`config.mk`:
```
export PLATFORM = sky130hd
export DESIGN_NAME = spi_nand_bridge
export DESIGN_NICKNAME = d
export VERILOG_FILES = /design/src/rtl/bridge_pkg.sv /design/src/rtl/bridge_sync.sv /design/src/rtl/bridge_shift.sv /design/src/rtl/bridge_ctrl.sv /design/src/rtl/spi_nand_bridge.sv
export SDC_FILE = /design/constraint.sdc
export NUM_CORES = 1
export LEC_CHECK = 0
export BUFFER_PORTS_ARGS = -buffer_cell sky130_fd_sc_hd__buf_2
export CAP_MARGIN = 0
export CORE_MARGIN = 2
export CORE_UTILIZATION = 58
export DETAILED_ROUTE_END_ITERATION = 12
export PLACE_DENSITY = 0.91
export SYNTH_ARGS = -nofsm -noshare
export SYNTH_HDL_FRONTEND = slang
export SYNTH_SLANG_ARGS = --single-unit
```
`constraint.sdc`:
```
create_clock -name clk -period 2.8 [get_ports clk]
set_input_delay 0.14 -clock clk [delete_from_list [all_inputs] [get_ports clk]]
set_output_delay 0.14 -clock clk [all_outputs]
set_load 0.005 [all_outputs]
```
`src/rtl/bridge_pkg.sv`:
```
package bridge_pkg;

    localparam int BYTE_W = 8;

    localparam logic [BYTE_W-1:0] OP_NAND_WR  = 8'h08;
    localparam logic [BYTE_W-1:0] OP_CFG_WR   = 8'h09;
    localparam logic [BYTE_W-1:0] OP_NAND_RD  = 8'h0A;
    localparam logic [BYTE_W-1:0] OP_FAST_RD  = 8'h0B;
    localparam logic [BYTE_W-1:0] OP_LED_ON   = 8'h0C;
    localparam logic [BYTE_W-1:0] OP_LED_OFF  = 8'h0D;

    typedef enum logic [2:0] {
        ST_OPCODE,
        ST_CFG,
        ST_WR_DATA,
        ST_RD_DUMMY,
        ST_RD_DATA,
        ST_IGNORE
    } ctrl_state_t;

endpackage

```
`src/rtl/bridge_sync.sv`:
```
module bridge_sync #(
    parameter int          W       = 4,
    parameter int          STAGES  = 2,
    parameter logic [W-1:0] RST_VAL = '0
) (
    input  logic         clk,
    input  logic         rst_n,
    input  logic [W-1:0] din,
    output logic [W-1:0] dout
);

    logic [W-1:0] pipe [STAGES];

    always_ff @(posedge clk or negedge rst_n) begin
        if (!rst_n) begin
            for (int s = 0; s < STAGES; s++) begin
                pipe[s] <= RST_VAL;
            end
        end else begin
            pipe[0] <= din;
            for (int s = 1; s < STAGES; s++) begin
                pipe[s] <= pipe[s-1];
            end
        end
    end

    assign dout = pipe[STAGES-1];

endmodule

```
`src/rtl/bridge_shift.sv`:
```
module bridge_shift
    import bridge_pkg::*;
(
    input  logic              clk,
    input  logic              rst_n,
    input  logic              cs_act,
    input  logic              sclk_s,
    input  logic              io0_s,
    input  logic              io1_s,
    input  logic              dual,
    input  logic              load_en,
    input  logic [BYTE_W-1:0] load_byte,
    output logic              byte_done,
    output logic [BYTE_W-1:0] rx_byte,
    output logic              tx_msb
);

    localparam int CW = $clog2(BYTE_W);

    logic              sclk_q;
    logic              rise, fall;
    logic [CW-1:0]     cnt, step, cnt_nx;
    logic [BYTE_W-1:0] rx_sr, rx_nx, tx_sr;

    assign rise = sclk_s & ~sclk_q;
    assign fall = ~sclk_s & sclk_q;

    always_comb begin
        step   = dual ? CW'(2) : CW'(1);
        cnt_nx = cnt + step;
        if (dual) begin
            rx_nx = {rx_sr[BYTE_W-3:0], io1_s, io0_s};
        end else begin
            rx_nx = {rx_sr[BYTE_W-2:0], io0_s};
        end
    end

    always_ff @(posedge clk or negedge rst_n) begin
        if (!rst_n) begin
            sclk_q    <= 1'b0;
            cnt       <= '0;
            rx_sr     <= '0;
            rx_byte   <= '0;
            tx_sr     <= '0;
            byte_done <= 1'b0;
        end else begin
            sclk_q    <= sclk_s;
            byte_done <= 1'b0;
            if (!cs_act) begin
                cnt   <= '0;
                rx_sr <= '0;
                tx_sr <= '0;
            end else begin
                if (rise) begin
                    rx_sr <= rx_nx;
                    cnt   <= cnt_nx;
                    if (cnt_nx == '0) begin
                        byte_done <= 1'b1;
                        rx_byte   <= rx_nx;
                    end
                end
                // no shift on the fall that follows a byte boundary
                if (fall && cnt != '0) begin
                    tx_sr <= {tx_sr[BYTE_W-2:0], 1'b0};
                end
                if (load_en) begin
                    tx_sr <= load_byte;
                end
            end
        end
    end

    assign tx_msb = tx_sr[BYTE_W-1];

    // dual transfer always advances the bit count in pairs
    a_r4_dual_pairs: assert property (@(posedge clk) disable iff (!rst_n)
        dual |-> (cnt[0] == 1'b0));

    // byte completions are single-cycle events
    a_r10_done_pulse: assert property (@(posedge clk) disable iff (!rst_n)
        byte_done |=> !byte_done);

endmodule

```
`src/rtl/bridge_ctrl.sv`:
```
module bridge_ctrl
    import bridge_pkg::*;
#(
    parameter int                CFG_RESET    = 8'hFF,
    parameter int                READ_DUMMIES = 1,
    parameter int                FAST_DUMMIES = 4
) (
    input  logic              clk,
    input  logic              rst_n,
    input  logic              cs_act,
    input  logic              byte_done,
    input  logic [BYTE_W-1:0] rx_byte,
    output logic              dual,
    output logic              rd_phase,
    output logic              rd_load,
    output logic [BYTE_W-1:0] cfg_q,
    output logic              led_q,
    output logic              nand_wr,
    output logic [BYTE_W-1:0] nand_wdata,
    output logic              nand_rd
);

    localparam int DMAX = (FAST_DUMMIES > READ_DUMMIES) ? FAST_DUMMIES : READ_DUMMIES;
    localparam int DCW  = $clog2(DMAX + 1);

    ctrl_state_t       state, state_nx;
    logic [DCW-1:0]    dummy_left;
    logic              pend_v;
    logic [BYTE_W-1:0] pend;

    // next-state logic
    always_comb begin
        state_nx = state;
        if (byte_done) begin
            unique case (state)
                ST_OPCODE: begin
                    if (rx_byte == OP_CFG_WR) begin
                        state_nx = ST_CFG;
                    end else if (rx_byte == OP_NAND_WR) begin
                        state_nx = ST_WR_DATA;
                    end else if (rx_byte == OP_NAND_RD || rx_byte == OP_FAST_RD) begin
                        state_nx = ST_RD_DUMMY;
                    end else begin
                        state_nx = ST_IGNORE;
                    end
                end
                ST_CFG:      state_nx = ST_IGNORE;
                ST_WR_DATA:  state_nx = ST_WR_DATA;
                ST_RD_DUMMY: state_nx = (dummy_left == DCW'(1)) ? ST_RD_DATA : ST_RD_DUMMY;
                ST_RD_DATA:  state_nx = ST_RD_DATA;
                ST_IGNORE:   state_nx = ST_IGNORE;
                default:     state_nx = ST_IGNORE;
            endcase
        end
    end

    // state register
    always_ff @(posedge clk or negedge rst_n) begin
        if (!rst_n) begin
            state <= ST_OPCODE;
        end else if (!cs_act) begin
            state <= ST_OPCODE;
        end else begin
            state <= state_nx;
        end
    end

    // outputs and datapath registers
    always_ff @(posedge clk or negedge rst_n) begin
        if (!rst_n) begin
            cfg_q      <= BYTE_W'(CFG_RESET);
            led_q      <= 1'b0;
            nand_wr    <= 1'b0;
            nand_wdata <= '0;
            nand_rd    <= 1'b0;
            rd_load    <= 1'b0;
            dummy_left <= '0;
            pend_v     <= 1'b0;
            pend       <= '0;
        end else begin
            nand_wr <= 1'b0;
            nand_rd <= 1'b0;
            rd_load <= nand_rd;
            if (!cs_act) begin
                pend_v     <= 1'b0;
                dummy_left <= '0;
            end else if (byte_done) begin
                unique case (state)
                    ST_OPCODE: begin
                        if (rx_byte == OP_NAND_RD) dummy_left <= DCW'(READ_DUMMIES);
                        if (rx_byte == OP_FAST_RD) dummy_left <= DCW'(FAST_DUMMIES);
                        if (rx_byte == OP_LED_ON)  led_q <= 1'b1;
                        if (rx_byte == OP_LED_OFF) led_q <= 1'b0;
                    end
                    ST_CFG: cfg_q <= rx_byte;
                    ST_WR_DATA: begin
                        // a held byte is data once a later byte arrives
                        if (pend_v) begin
                            nand_wr    <= 1'b1;
                            nand_wdata <= pend;
                        end
                        pend   <= rx_byte;
                        pend_v <= 1'b1;
                    end
                    ST_RD_DUMMY: begin
                        dummy_left <= dummy_left - DCW'(1);
                        if (dummy_left == DCW'(1)) nand_rd <= 1'b1;
                    end
                    ST_RD_DATA: nand_rd <= 1'b1;
                    ST_IGNORE: ;
                    default: ;
                endcase
            end
        end
    end

    assign dual     = (state == ST_WR_DATA);
    assign rd_phase = (state == ST_RD_DATA);

    // strobes are single-cycle, exclusive and silent while deselected
    a_r10_wr_pulse: assert property (@(posedge clk) disable iff (!rst_n)
        nand_wr |=> !nand_wr);
    a_r10_rd_pulse: assert property (@(posedge clk) disable iff (!rst_n)
        nand_rd |=> !nand_rd);
    a_r10_exclusive: assert property (@(posedge clk) disable iff (!rst_n)
        nand_wr |-> !nand_rd);
    a_r10_quiet_deselected: assert property (@(posedge clk) disable iff (!rst_n)
        (!cs_act && $past(!cs_act)) |-> (!nand_wr && !nand_rd));

    // the configuration register only changes out of the config state
    a_r2_cfg_source: assert property (@(posedge clk) disable iff (!rst_n)
        !$stable(cfg_q) |-> ($past(state) == ST_CFG));

    // the LED only changes on an opcode byte
    a_r3_led_source: assert property (@(posedge clk) disable iff (!rst_n)
        !$stable(led_q) |-> ($past(state) == ST_OPCODE));

    // write strobes come only from the write stream
    a_r4_wr_state: assert property (@(posedge clk) disable iff (!rst_n)
        nand_wr |-> ($past(state) == ST_WR_DATA));

    // read strobes come only from dummy or read-data states
    a_r5_rd_state: assert property (@(posedge clk) disable iff (!rst_n)
        nand_rd |-> ($past(state) == ST_RD_DUMMY || $past(state) == ST_RD_DATA));

    // a deselect returns the decoder to opcode wait
    a_r7_abort: assert property (@(posedge clk) disable iff (!rst_n)
        $fell(cs_act) |=> (state == ST_OPCODE));

endmodule

```
`src/rtl/spi_nand_bridge.sv`:
```
module spi_nand_bridge
    import bridge_pkg::*;
#(
    parameter int CFG_RESET    = 8'hFF,
    parameter int READ_DUMMIES = 1,
    parameter int FAST_DUMMIES = 4,
    parameter int SYNC_STAGES  = 2
) (
    input  logic              clk,
    input  logic              rst_n,
    input  logic              spi_sclk,
    input  logic              spi_cs_n,
    input  logic              spi_io0,
    input  logic              spi_io1,
    output logic              spi_miso,
    output logic [BYTE_W-1:0] cfg_pins,
    output logic              led_aux,
    output logic              nand_wr,
    output logic [BYTE_W-1:0] nand_wdata,
    output logic              nand_rd,
    input  logic [BYTE_W-1:0] nand_rdata
);

    localparam int NSYNC = 4;

    logic [NSYNC-1:0]  raw_in, sync_out;
    logic              sclk_s, cs_n_s, io0_s, io1_s, cs_act;
    logic              dual, rd_phase, rd_load, byte_done, tx_msb;
    logic [BYTE_W-1:0] rx_byte;

    assign raw_in = {spi_sclk, spi_cs_n, spi_io1, spi_io0};

    bridge_sync #(
        .W       (NSYNC),
        .STAGES  (SYNC_STAGES),
        .RST_VAL (4'b0100)
    ) u_sync (
        .clk   (clk),
        .rst_n (rst_n),
        .din   (raw_in),
        .dout  (sync_out)
    );

    assign {sclk_s, cs_n_s, io1_s, io0_s} = sync_out;
    assign cs_act = ~cs_n_s;

    bridge_shift u_shift (
        .clk       (clk),
        .rst_n     (rst_n),
        .cs_act    (cs_act),
        .sclk_s    (sclk_s),
        .io0_s     (io0_s),
        .io1_s     (io1_s),
        .dual      (dual),
        .load_en   (rd_load),
        .load_byte (nand_rdata),
        .byte_done (byte_done),
        .rx_byte   (rx_byte),
        .tx_msb    (tx_msb)
    );

    bridge_ctrl #(
        .CFG_RESET    (CFG_RESET),
        .READ_DUMMIES (READ_DUMMIES),
        .FAST_DUMMIES (FAST_DUMMIES)
    ) u_ctrl (
        .clk        (clk),
        .rst_n      (rst_n),
        .cs_act     (cs_act),
        .byte_done  (byte_done),
        .rx_byte    (rx_byte),
        .dual       (dual),
        .rd_phase   (rd_phase),
        .rd_load    (rd_load),
        .cfg_q      (cfg_pins),
        .led_q      (led_aux),
        .nand_wr    (nand_wr),
        .nand_wdata (nand_wdata),
        .nand_rd    (nand_rd)
    );

    assign spi_miso = cs_act & rd_phase & tx_msb;

endmodule

```
Word-level counts from Yosys, hierarchy flattened
Cells that the tools add are included.
{"block": "op_classes", "n_eq_ne": 12, "reduce_logical": 18, "shifts": 0, "div_mod_pow": 0, "n_mul": 0, "bitwise": 7, "n_addsub": 2, "n_mux": 37, "order_cmp": 0}
{"op": "8-bit by 4-bit equality test with 1-bit output, second input constant", "count": 6}
{"op": "3-bit two-way mux", "count": 12}
{"op": "8-bit two-way mux", "count": 4}
{"op": "1-bit two-way mux", "count": 15}
{"op": "7-bit two-way mux", "count": 2}
{"op": "3-bit one-hot mux with 4 select lines", "count": 1}
{"op": "3-bit AND reduction", "count": 4}
{"op": "3-bit nonzero test", "count": 3}
{"op": "4-bit AND reduction", "count": 2}
{"op": "2-bit nonzero test", "count": 4}
{"op": "3-bit by 1-bit equality test with 1-bit output, second input constant", "count": 2}
{"op": "3-bit by 2-bit equality test with 1-bit output, second input constant", "count": 2}
{"op": "3-bit logical NOT", "count": 2}
{"op": "3-bit one-hot mux with 2 select lines", "count": 1}
{"op": "1-bit bitwise AND", "count": 4}
{"op": "4-bit by 2-bit != test with 1-bit output, second input constant", "count": 1}
{"op": "3-bit adder", "count": 1}
{"op": "3-bit equality test, second input constant", "count": 1}
{"op": "1-bit inverter", "count": 3}
{"op": "3-bit by 1-bit subtractor with 3-bit output, second input constant", "count": 1}
{"op": "2-bit two-way mux", "count": 1}
{"op": "1-bit one-hot mux with 2 select lines", "count": 1}
{"op": "2-bit AND reduction", "count": 1}
{"op": "1-bit logical AND", "count": 1}
{"op": "1-bit logical OR", "count": 1}
{"block": "word_totals", "rom_bits": 0, "regBits": 71, "input_bits": 14, "n_memories": 0, "out_inout_bits": 20, "mem_bits_rw": 0, "wordCells": 94, "latch_bits": 0}

Longest topological paths before layout
{"block": "depth", "ltp_word": 8, "mapped_depth": 11, "mapped_depth_nobuf": 9}

Hierarchy
From an unflattened synthesis, not the netlist that was laid out.
{"block": "unflattened", "hier_cells": 253, "hier_area_um2": 3154.3}
{"mod": "bridge_ctrl", "seq_area_each_um2": 885.8, "cells_per_inst": 127, "n_inst": 1, "area_each_um2": 1594.0}
{"mod": "bridge_shift", "seq_area_each_um2": 700.7, "cells_per_inst": 112, "n_inst": 1, "area_each_um2": 1315.0}
{"mod": "bridge_sync", "seq_area_each_um2": 202.7, "cells_per_inst": 12, "n_inst": 1, "area_each_um2": 232.7}
{"mod": "spi_nand_bridge", "seq_area_each_um2": 0.0, "cells_per_inst": 2, "n_inst": 1, "area_each_um2": 12.5}

Least setup slack after synthesis
OpenSTA, ideal clock, no wires.
{"block": "synth_path", "path_kind": "reg-to-reg", "start": "register u_ctrl.state[2]", "end": "register u_shift.rx_byte[6]", "required_ns": 2.668, "path_buffers": 2, "arrival_ns": 2.085, "stages_incl_launch_ff": 10, "setup_ns": 0.132, "period_less_slack_ns": 2.217, "path_slack_ns": 0.583, "path_cell_list": "dfrtp_1 -> nor3b_2 -> buf_6 -> inv_1 -> ha_1 -> inv_1 -> fa_1 -> nand4b_1 -> clkbuf_1 -> o21ai_1"}
{"block": "synth_via", "elab_chain_len": 5, "elab_cells_between_ends": 6, "cone_classes": "1 x add/sub; 1 x eq/ne; 2 x mux; 2 x reduce/logical"}
{"item": "from (decl)", "line_no": "bridge_ctrl.sv:26", "text": "ctrl_state_t state, state_nx;"}
{"item": "from (signal assigned)", "line_no": "bridge_ctrl.sv:64", "text": "state <= state_nx;"}
{"item": "3-bit by 2-bit equality test with 1-bit output *", "line_no": "bridge_ctrl.sv:117", "text": "assign dual = (state == ST_WR_DATA);"}
{"item": "2-bit two-way mux", "line_no": "bridge_shift.sv:29", "text": "step = dual ? CW'(2) : CW'(1);"}
{"item": "3-bit adder", "line_no": "bridge_shift.sv:30", "text": "cnt_nx = cnt + step;"}
{"item": "3-bit logical NOT", "line_no": "bridge_shift.sv:57", "text": "if (cnt_nx == '0) begin"}
{"item": "3-bit AND reduction (no source line)"}
{"item": "to (signal assigned)", "line_no": "bridge_shift.sv:59", "text": "rx_byte <= rx_nx;"}
{"item": "to (decl)", "line_no": "bridge_shift.sv:14", "text": "output logic [BYTE_W-1:0] rx_byte,"}
Every way passes the cells marked *; elsewhere a longest branch is shown, timed or not.
A chain may end at the register's enable or synchronous reset.

Final worst setup path
{"block": "layout_path", "start": "register u_ctrl.state[1]", "end": "register u_ctrl.nand_wdata[6]"}
{"block": "layout_via", "elab_chain_len": 2}
{"item": "3-bit by 2-bit equality test with 1-bit output", "line_no": "bridge_ctrl.sv:88", "text": "unique case (state)"}
{"item": "4-bit AND reduction (no source line)"}
{"item": "to (signal assigned)", "line_no": "bridge_ctrl.sv:100", "text": "nand_wdata <= pend;"}
{"item": "to (decl)", "line_no": "bridge_ctrl.sv:19", "text": "output logic [BYTE_W-1:0] nand_wdata,"}
Every way passes these cells.

==> impl_metrics.yaml <==
critical_path:
  crit_type: "flop to flop"
  cp-start-kind: "flop"
  crit_arrival_ns: 2.42
  end_kind: "flop"
  worstPathMaxFanout: 11
  required_ns: 3.03
drt:
  wl_per_cell_um: 14.5
  drt-total-wl_um: 5300
  dr_wl_met2_um: 2570
  drc: 0
  final_antenna_net_count: 0
  wl_met3_um: 219
  drtPass1Iterations: 4
  num_vias: 1985
  top_layer: "met4"
  drt_iter0_drc: 131
  vias_per_cell: 5.44
  wl_met1_um: 2430
clocking:
  cts_buffer_depth: 2
  clkTransAtPathRegs_ns: 0.07
  cts_setup_buffers: 0
  cts_buffers: 9
  clock-root-buffer: "clkbuf_8"
  cts_tree: "done"
  worst_skew_pair.late_latency_ns: 0.35
  clock_sinks: 71
  h-tree-depth: 3
timing:
  finalSetupViolations: 0
  final_hold_viol_count: 0
  relSlewSlack: 0.462
  final-max-slew-violation-count: 0
  worst-slew-pin-transition_ns: 0.807
  fmax_mhz: 456
  grt_setup_unrepaired: "false"
  min_period_ns: 2.19
  min_period_over_period: 0.783
  finClkSkew_ns: 0.00912
  tns_ns: 0
final_layout:
  syn2layout_area_growth_pct: 15.0
  fillCellCount: 380
  drive_above_1_share: 0.312
  mostFrequentLayoutCell: "dfrtp_1"
  fin_nets: 308
  layout_common_cells: "dfrtp_1, buf_2, nand2_1"
  num_antenna_cells: 0
  fin_area_sq_um: 3580
pwr:
  seqPwrFrac: 0.559
  power.density_nw_per_um2: 534
  clkPwrFrac: 0.405
  internal_power_mw: 1.49
  p_comb_frac: 0.037
  leakage_nw: 1.66
  swShare: 0.221
  ir_drop_uv: 379
  p_sw_mw: 0.422
placement:
  port-buffer-count: 33
  dpl_cell_area_sq_um: 3340
  dp.final_hpwl_um: 3620
  place.gp.congestion: 0.862
floorplanning:
  dieHeight_um: 77.3
  die-area_sq_um: 5970
  core_sq_um: 5140
  fp.dieW_um: 77.3
  ioPinCount: 34
  start_util: 0.606
  num_rows: 26
synth:
  postSynthCellCount: 250
  synth_fa_ha_area_frac: 0.0185
  synthMuxAreaShare: 0.153
  yosysUniqueCellTypes: 49
  synthFlopType: "dfrtp_1"
  yosys_register_bits: 71
  synth_edf_count: 0
  synth_fp_nets: 268
  synth_xor_area_frac: 0.00562
  synth_compound_area_frac: 0.0952
  synth_top_family_by_area: "multiplexers"
  synth_warnings: 0
  ys_seq_area_frac: 0.574
  ys_async_sr_fraction: 1.00
  avgSynthCellArea_sq_um: 12.5
  syn_area_sq_um: 3120
  yosys.area_share.simple: 0.114
global_route:
  grt_pass1_wl_um: 9390
  overflow: 0
  grt_usage: 0.205
  grt_pass1_vias: 2001
  grt_antenna_before_repair: 0
  grt_max_degree: 38
job:
  cap_violations: 0
min_path:
  min_path_type: "input pin to flop"
status:
  outcome: "finished clean"
[through the flow]
| step | std cells | setup slack (ns) | utilization | power, mW | hold slack [ns] |
|---|---|---|---|---|---|
| after floorplan | 250 | 0.583 | - | 1.11 | -0.156 |
| after CTS | 365 | 0.599 | 0.697 | 1.93 | 0.0262 |
| after global placement | 344 | 0.709 | 0.649 | 1.15 | 0.245 |
| final | 365 | 0.607 | 0.697 | 1.91 | 0.0379 |
| after detailed placement | 344 | 0.617 | 0.649 | 1.15 | 0.247 |
| after global routing | 365 | 0.447 | 0.697 | 1.99 | 0.0555 |
[sequential cells by signal, indices dropped and copies added, names as in the netlist]
signal             flops
u_ctrl.cfg_q           8
u_ctrl.nand_wdata      8
u_ctrl.pend            8
u_shift.rx_byte        8
u_shift.tx_sr          8
u_shift.rx_sr          7
u_sync.dout            4
u_sync.pipe            4
u_ctrl.dummy_left      3
u_ctrl.state           3
u_shift.cnt            3
u_ctrl.led_q           1
u_ctrl.nand_rd         1
u_ctrl.nand_wr         1
u_ctrl.pend_v          1
u_ctrl.rd_load         1
u_shift.byte_done      1
u_shift.sclk_q         1
[Yosys cell counts, types with 5 or more instances]
library cell	count	area share
o21ai_0	14	0.022
clkbuf_1	5	0.0060
mux2_2	9	0.033
mux2_4	15	0.072
mux2i_1	15	0.048
dfstp_2	10	0.084
a21oi_1	5	0.0080
nand3_1	5	0.0080
nand2_1	24	0.029
nor2_1	9	0.011
a211oi_1	8	0.019
inv_1	15	0.018
dfrtp_1	61	0.49
[power by group through the flow]
stage          sequential, mW  clock [mW]  combinational [mW]
2_1_floorplan            1.07           0              0.0345
3_3_place_gp             1.09           0              0.0654
3_5_place_dp             1.09           0              0.0670
4_1_cts                  1.07       0.793              0.0724
5_1_grt                  1.07       0.837              0.0808
6_report                 1.07       0.774              0.0703
[worst paths after layout]
path	cells after the start	to	startpoint	slack, ns
max in group asynchronous	3	u_sync.dout[2]	rst_n	1.66
worst min register to register	0	u_sync.dout[1]	u_sync.pipe[5]	0.35
worst max-delay path	5	u_ctrl.nand_wdata[6]	u_ctrl.state[1]	0.61
worst max register to register	5	u_ctrl.nand_wdata[6]	u_ctrl.state[1]	0.61
worst min-delay path	3	u_shift.tx_sr[0]	nand_rdata[0]	0.04
min in group asynchronous	2	u_ctrl.dummy_left[2]	rst_n	0.42
[cell families (layout without fill, tap and decap cells)]
group	Yosys count	after routing
mux	39	39
xor+xnor	2	2
compound gates	46	46
buf+inv	27	72
simple gates	61	61
fa+ha+maj	4	4
flops	71	71
[what timing repair did]
| item | CTS | global route |
|---|---|---|
| gates resized for setup | 0 | 0 |
| setup endpoints to repair | 0 | 0 |
| hold buffers | 5 | 0 |
| endpoints found under the hold margin | 32 | 0 |
[critical path, stage by stage, from the launching register on]
cell and delay [ns]:
dfrtp_1 0.51, nor3b_2 0.25, buf_4 0.22, nand3b_2 0.24, or2_1 0.48, mux2_4 0.37
[cell type report]
cell class              count  area [sq um]  share of cell area
flip-flops and latches     71          1790               0.499
multi-input cells         152          1200               0.336
repair buffers             41           250              0.0698
clock buffers              14           183              0.0510
well taps                  70          87.6              0.0244
inverters                  15          56.3              0.0157
clock inverters             2          12.5             0.00349
[metal layers]
layer  GRT usage  vias to the layer above
met3      0.0494                       10
met4       0.104                        0
met2       0.323                       40
met1       0.266                      980
li1            -                      955
met5           0                        -
Power figures use the tool's default switching activity.
